## config.mk

```make
export PLATFORM = sky130hd
export DESIGN_NAME = irq_ctx_ctrl
export DESIGN_NICKNAME = d
export VERILOG_FILES = /design/src/rtl/irq_ctx_pkg.sv /design/src/rtl/irq_prio_arb.sv /design/src/rtl/irq_save_pair.sv /design/src/rtl/irq_ctx_ctrl.sv
export SDC_FILE = /design/constraint.sdc
export NUM_CORES = 1
export LEC_CHECK = 0
export BUFFER_PORTS_ARGS = -buffer_cell sky130_fd_sc_hd__buf_2
export CORE_MARGIN = 3
export CORE_UTILIZATION = 35
export CTS_BUF_LIST = sky130_fd_sc_hd__clkbuf_16
export DETAILED_ROUTE_END_ITERATION = 8
export PLACE_DENSITY = 0.63
export SYNTH_ARGS = -nofsm -noshare
export SYNTH_HDL_FRONTEND = slang
export SYNTH_SLANG_ARGS = --single-unit
```

## constraint.sdc

```tcl
create_clock -name clk -period 5.2 [get_ports clk]
set_clock_uncertainty 0.15 [all_clocks]
set_input_delay 1.3 -clock clk [delete_from_list [all_inputs] [get_ports clk]]
set_output_delay 1.3 -clock clk [all_outputs]
set_load 0.01 [all_outputs]
```

## src/rtl/irq_ctx_pkg.sv

```systemverilog
package irq_ctx_pkg;
  localparam int NCAUSE = 6;
  localparam int CIW    = $clog2(NCAUSE);
  localparam int MSR_W  = 3;
  localparam int EE_BIT = 0;
  localparam int CE_BIT = 1;
  localparam int DE_BIT = 2;
  // causes below this index use the critical slot
  localparam int NCRIT  = 3;

  typedef enum logic [CIW-1:0] {
    C_DBG  = 3'd0,
    C_WDOG = 3'd1,
    C_CIN  = 3'd2,
    C_PROG = 3'd3,
    C_TRAP = 3'd4,
    C_EXT  = 3'd5
  } cause_e;
endpackage

```

## src/rtl/irq_prio_arb.sv

```systemverilog
module irq_prio_arb #(
  parameter int N  = 6,
  parameter int IW = $clog2(N)
) (
  input  logic [N-1:0]  req,
  output logic          vld,
  output logic [IW-1:0] idx,
  output logic [N-1:0]  gnt
);
  always_comb begin
    idx = '0;
    vld = 1'b0;
    for (int i = N - 1; i >= 0; i--) begin
      if (req[i]) begin
        idx = IW'(i);
        vld = 1'b1;
      end
    end
  end

  always_comb begin
    gnt = '0;
    if (vld) gnt[idx] = 1'b1;
  end

  // a single grant, and nothing of higher priority left pending
  always_comb begin
    p_gnt_onehot_r2: assert ($onehot0(gnt));
    p_gnt_top_r2: assert (!vld || ((req & (gnt - N'(1))) == '0));
  end
endmodule

```

## src/rtl/irq_save_pair.sv

```systemverilog
module irq_save_pair #(
  parameter int AW = 32,
  parameter int MW = 3
) (
  input  logic          clk,
  input  logic          rst,
  input  logic          save_en,
  input  logic [AW-1:0] save_pc,
  input  logic [MW-1:0] save_msr,
  output logic [AW-1:0] pc_q,
  output logic [MW-1:0] msr_q
);
  always_ff @(posedge clk) begin
    if (rst) begin
      pc_q  <= '0;
      msr_q <= '0;
    end else if (save_en) begin
      pc_q  <= save_pc;
      msr_q <= save_msr;
    end
  end
endmodule

```

## src/rtl/irq_ctx_ctrl.sv

```systemverilog
module irq_ctx_ctrl
  import irq_ctx_pkg::*;
#(
  parameter int          AW     = 32,
  parameter int          OFF_SH = 4,
  parameter logic [AW-1:0] VB_RST = 32'h0000_0100
) (
  input  logic             clk,
  input  logic             rst,
  input  logic             req_ext,
  input  logic             req_prog,
  input  logic             req_trap,
  input  logic             req_crit,
  input  logic             req_wdog,
  input  logic             req_dbg,
  input  logic [AW-1:0]    next_pc,
  input  logic             ret_nc,
  input  logic             ret_cr,
  input  logic             msr_we,
  input  logic [MSR_W-1:0] msr_wdata,
  input  logic             vb_we,
  input  logic [AW-1:0]    vb_wdata,
  output logic             redir_vld,
  output logic [AW-1:0]    redir_pc,
  output logic [MSR_W-1:0] msr
);
  logic [MSR_W-1:0]  msr_q;
  logic [AW-1:0]     vbase_q;
  logic [NCAUSE-1:0] req_en;
  logic [NCAUSE-1:0] gnt;
  logic [CIW-1:0]    cidx;
  logic              take, take_cr, take_nc;
  logic [AW-1:0]     ret_tgt;
  logic [AW-1:0]     srr_pc, csrr_pc;
  logic [MSR_W-1:0]  srr_msr, csrr_msr;

  // enable gating
  always_comb begin
    req_en         = '0;
    req_en[C_DBG]  = req_dbg  & msr_q[DE_BIT];
    req_en[C_WDOG] = req_wdog & msr_q[CE_BIT];
    req_en[C_CIN]  = req_crit & msr_q[CE_BIT];
    req_en[C_PROG] = req_prog;
    req_en[C_TRAP] = req_trap;
    req_en[C_EXT]  = req_ext  & msr_q[EE_BIT];
  end

  irq_prio_arb #(.N(NCAUSE), .IW(CIW)) u_arb (
    .req (req_en),
    .vld (take),
    .idx (cidx),
    .gnt (gnt)
  );

  assign take_cr = take && (int'(cidx) < NCRIT);
  assign take_nc = take && !take_cr;

  // address the interrupted stream would have continued at
  assign ret_tgt = ret_cr ? csrr_pc : (ret_nc ? srr_pc : next_pc);

  irq_save_pair #(.AW(AW), .MW(MSR_W)) u_nc_pair (
    .clk      (clk),
    .rst      (rst),
    .save_en  (take_nc),
    .save_pc  (ret_tgt),
    .save_msr (msr_q),
    .pc_q     (srr_pc),
    .msr_q    (srr_msr)
  );

  irq_save_pair #(.AW(AW), .MW(MSR_W)) u_cr_pair (
    .clk      (clk),
    .rst      (rst),
    .save_en  (take_cr),
    .save_pc  (ret_tgt),
    .save_msr (msr_q),
    .pc_q     (csrr_pc),
    .msr_q    (csrr_msr)
  );

  always_ff @(posedge clk) begin
    if (rst) begin
      msr_q     <= '0;
      vbase_q   <= VB_RST;
      redir_vld <= 1'b0;
      redir_pc  <= '0;
    end else begin
      redir_vld <= 1'b0;
      if (vb_we) vbase_q <= vb_wdata;
      if (take) begin
        redir_vld <= 1'b1;
        redir_pc  <= vbase_q + (AW'(cidx) << OFF_SH);
        if (take_cr) msr_q <= '0;
        else         msr_q <= msr_q & ~(MSR_W'(1) << EE_BIT);
      end else if (ret_cr) begin
        redir_vld <= 1'b1;
        redir_pc  <= csrr_pc;
        msr_q     <= csrr_msr;
      end else if (ret_nc) begin
        redir_vld <= 1'b1;
        redir_pc  <= srr_pc;
        msr_q     <= srr_msr;
      end else if (msr_we) begin
        msr_q <= msr_wdata;
      end
    end
  end

  assign msr = msr_q;

  p_nc_clear_ee_r5: assert property (@(posedge clk) disable iff (rst)
    take_nc |=> (!msr_q[EE_BIT] && redir_vld &&
                 msr_q[CE_BIT] == $past(msr_q[CE_BIT]) &&
                 msr_q[DE_BIT] == $past(msr_q[DE_BIT])));

  p_cr_clear_all_r6: assert property (@(posedge clk) disable iff (rst)
    take_cr |=> (msr_q == '0 && redir_vld));

  p_cr_keep_nc_r6: assert property (@(posedge clk) disable iff (rst)
    take_cr |=> ($stable(srr_pc) && $stable(srr_msr)));

  p_masked_ext_r3: assert property (@(posedge clk) disable iff (rst)
    (req_ext && !msr_q[EE_BIT] && !req_dbg && !req_wdog && !req_crit &&
     !req_prog && !req_trap && !ret_nc && !ret_cr) |=> !redir_vld);

  p_sync_taken_r4: assert property (@(posedge clk) disable iff (rst)
    (req_prog || req_trap) |=> redir_vld);

  p_ret_nc_r7: assert property (@(posedge clk) disable iff (rst)
    (ret_nc && !ret_cr && !take) |=>
      (redir_vld && redir_pc == $past(srr_pc) && msr_q == $past(srr_msr)));

  p_clash_r8: assert property (@(posedge clk) disable iff (rst)
    (take_nc && ret_cr) |=> (srr_pc == $past(csrr_pc)));
endmodule

```

### After elaboration in Yosys (flattened, before gate mapping)

Index checks and enable logic that the tools add are counted.

* $add $sub $neg: 1
* $lt $le $gt $ge: 1
* eq/ne operators: 1
* mux-type cells: 25
* bitwise gates (word level): 4
* reductions and logical operators: 6

Operators with widths (count)
* $mux W32: 5
* $mux W3: 11
* $add A32 B7 Y32: 1
* $mux W1: 9
* $and A1 B1 Y1: 4
* $reduce_bool A4 Y1: 1
* $lt A3 B2 Y1 const B: 1
* $reduce_bool A3 Y1: 1
* $logic_and A1 B1 Y1: 2
* $ne A2 B1 Y1 const B: 1
* $reduce_and A2 Y1: 1
* $logic_not A1 Y1: 1

* register bits: 138
* word-level logic and storage cells: 47

### Logic depth before layout (Yosys ltp)

* depth after elaboration: 11
* mapped depth: 11

### Cells and area by module

Synthesis repeated with hierarchy kept, for this count alone.

* cells, all modules: 787
* area, all modules: 6894.1 um2

By module, submodules not included
* irq_ctx_ctrl: instances 1, cells an instance 544, area each 4259.1 um2, sequential area each 1361.3 um2
* irq_save_pair: instances 2, cells an instance 113, area each 1272.5 um2, sequential area each 700.7 um2
* irq_prio_arb: instances 1, cells an instance 17, area each 90.1 um2, sequential area each 0.0 um2

### Least setup slack after synthesis

Ideal clock, no wire load.

* kind: input to register
* start point: input port req_wdog
* end point: register redir_pc[28]
* setup time: 91 ps
* arrival time: 3588 ps
* data required time: 4959 ps
* path slack: 1371 ps
* cell stages on the path: 10
* path through: o21ai_0 -> nand2_1 -> clkbuf_1 -> nor3_1 -> ha_1 -> a21oi_1 -> or3_1 -> buf_2 -> or4_1 -> a311oi_1

* longest elaborated chain between the ends: 5
* elaborated cells between the ends (all ways): 8

Ends and longest elaborated chain
* from (decl): line irq_ctx_ctrl.sv:14 `input logic req_wdog,`
* $and A1 B1 Y1 (*): line irq_ctx_ctrl.sv:41 `req_en[C_WDOG] = req_wdog & msr_q[CE_BIT];`
* $mux W3 (2 in series): line irq_prio_arb.sv:14 `if (req[i]) begin`
* $add A32 B7 Y32: line irq_ctx_ctrl.sv:92 `redir_pc <= vbase_q + (AW'(cidx) << OFF_SH);`
* $mux W32: line irq_ctx_ctrl.sv:90 `if (take) begin`
* to (signal assigned): line irq_ctx_ctrl.sv:92
* to (signal assigned): line irq_ctx_ctrl.sv:97 `redir_pc <= csrr_pc;`
* to (signal assigned): line irq_ctx_ctrl.sv:101 `redir_pc <= srr_pc;`
* to (decl): line irq_ctx_ctrl.sv:24 `output logic [AW-1:0] redir_pc,`

Mark *: on every way between the ends. The rest lies on a longest branch, timed or not.
A chain may end at the register's enable or synchronous reset.

### Worst setup path in the final report

Ends and elaborated chain as after synthesis.

==> impl_metrics.yaml <==
routing:
  drc: 0
  wl_per_cell_um: 16.3
  vias_per_cell: 5.17
  wl_met2_um: 8540
  vias: 6118
  drtPass1Iterations: 5
  wl_met1_um: 9490
  wl_met3_um: 885
  topRoutingLayerUsed: "met4"
  wl_um: 19300
  antenna_left: 0
  drtIter0Drc: 548
grt:
  antenna_found_initial: 0
  grt_start_max_net_pins: 83
  grtUsageTotal: 0.187
  grt_overflow: 0
  grt_pass1_vias: 5637
  grt_first_pass_wirelength_um: 30500
sta:
  fmax_mhz: 273
  slew-limit-headroom: 0.298
  fin_crit_ps: 3670
  slew_viol_final: 0
  setup_viol: 0
  tightest_slew_ps: 1050
  period_share: 0.705
  hold_viol: 0
  tns_ps: 0
  rsz0062_at_grt: "false"
clocking:
  cts_tree: "built"
  clockRootBuffer: "clkbuf_16"
  clockBufferDepth: 2
  cts_sinks: 138
  ctsHoldBuffers: 0
  htreeDepth: 4
  clk_latency_ps: 410
  postCtsSetupRepairBufs: 0
  path_clk_slew_ps: 50
  cts_buffers: 17
  ctsResizeCount: 0
logic_synthesis:
  yosysTopAreaCell: "dfxtp_1"
  synth_top_cell_area_share: 0.414
  yosys_warnings: 0
  syn_nets: 949
  synthCells: 866
  ys_top_cells_by_area: "dfxtp_1, a21oi_1, nand2_1"
  synth-seq-area-share: 0.414
  ys_ff_latch: 138
  synth_area_um2: 6680
  synth_cell_types: 41
  syn_avg_cell_area_um2: 7.71
placement:
  port_buffers: 114
  gp_congestion: 0.805
  dpl.cell_count: 1154
  hpwl_um: 13000
pwr:
  p_leak_nw: 3.07
  power_density_nw_per_um2: 312
  ir_worst_vdd_mv: 0.241
final_layout:
  antenna_cells: 0
  drive_gt1_frac: 0.152
  final_nets: 1027
  fin_cells: 1183
  synthToLayoutAreaGrowth_pct: 17.6
  nFillCells: 1907
floorplan:
  num_rows: 49
  coreArea_um2: 18300
  die_y_um: 144
  ios: 115
  dieArea_um2: 20800
  initial_core_util: 0.364
  dieWidth_um: 144
status:
  status: "completed"
critical_path:
  crit_fanout: 10
  path_cells: "buf_2 -> o21ai_0 -> nand2_1 -> nor3_1 -> ha_1 -> a21oi_1 -> or3_1 -> or4_1 -> a311oi_1"
  arrival_ps: 3840
  cp.buffers_inverters: 1
  cp-start-kind: "input pin"
  end_kind: "flop"
  slowest_stage: "or4_1"
  critPathKind: "input pin to flop"
  cp_top_family: "simple AND/OR/NAND/NOR gates"
  crit_path_max_incr_delay_ps: 500
  rrSetupSlack_ps: 2130
  required_ps: 5380
hold_path:
  hold_path_class: "flop to flop"
job:
  maxCapViolations: 0
==> logic make-up after synthesis <==
logic type | count (synthesis) | synth area share
buffers and inverters | 72 | 0.0407
AND/OR/NAND/NOR | 361 | 0.260
multiplexers | 43 | 0.0644
adder cells (fa/ha/maj) | 4 | 0.00862
flip-flops | 138 | 0.414
AO/OA/AOI/OAI | 238 | 0.200
XOR/XNOR | 10 | 0.0131
==> registers in the layout, summed over array words and instances (netlist names) <==
register         flops
redir_pc            32
u_cr_pair.pc_q      32
u_nc_pair.pc_q      32
vbase_q             32
msr                  3
u_cr_pair.msr_q      3
u_nc_pair.msr_q      3
redir_vld            1
==> routing by layer <==
metal	up-vias	GRT usage
li1	3146	-
met3	24	0.0446
met1	2817	0.268
met4	0	0.0643
met5	-	0
met2	131	0.275
==> worst min-delay path, stage by stage (launching register included) <==
cell	delay, ps
dfxtp_1	300
nand2_1	50
a21oi_1	50
==> worst paths after layout <==
kind                                      endpoint  cells after the start               start
worst max-delay path                  redir_pc[28]                      9            req_wdog
worst min-delay path            u_cr_pair.pc_q[26]                      2  u_cr_pair.pc_q[26]
worst min register to register  u_cr_pair.pc_q[26]                      2  u_cr_pair.pc_q[26]
worst max register to register        redir_pc[28]                      8              msr[1]
==> area by class of cell <==
cell class	instances	area, um^2	area share
clock buffers	17	425	0.0542
clock inverters	12	45.0	0.00574
inverters	10	37.5	0.00478
multi-input cells	656	3660	0.466
flip-flops and latches	138	2760	0.352
well taps	229	287	0.0365
repair buffers	121	638	0.0813
==> Yosys cell counts (all sizes together) <==
library cell  instances
nand4b                1
a31oi                 1
or3                   9
o21a                  1
nor3                  6
dfxtp               138
nor4                  5
a21boi                9
and3                  4
and2                  1
a311oi               14
fa                    1
nand2               161
nor2                 57
buf                   8
a21oi               167
ha                    3
o31ai                 6
and4                  3
inv                  10
a311o                 1
a211o                 3
o21bai                1
a21o                  1
nand2b               65
nand4                 9
or4                   6
xnor2                 8
mux2i                43
a211oi               11
nor2b                24
clkbuf               54
o21ai                23
xor2                  2
nor3b                 1
nand3                 9
==> where the power goes <==
group / leakage (nW) / internal [mW] / total [mW] / switching, mW
Clock: 0.236 / 0.578 / 0.995 / 0.417
Sequential: 1.13 / 1.11 / 1.16 / 0.0459
Combinational: 1.71 / 0.121 / 0.298 / 0.177
==> placed cells by master, fill, tap and decap left out, types with 14 or more instances in the layout <==
master / instances
a21oi_1: 167
a311oi_1: 14
buf_2: 113
clkbuf_16: 17
dfxtp_1: 138
mux2i_1: 43
nand2_1: 161
nand2b_1: 65
nor2_1: 56
nor2b_1: 24
o21ai_0: 23
==> through the flow <==
stage	worst slack (ps)	util	area, um^2	hold slack (ps)	total power, mW
after detailed placement	1130	0.403	7380	291	1.48
after CTS	1560	0.428	7850	299	2.47
final	1530	0.428	7850	297	2.45
after global routing	1240	0.428	7850	313	2.57
after global placement	1170	0.403	7380	284	1.47
after floorplan	1370	-	6680	277	1.36
Note: power is estimated with default switching activity, not from simulation.
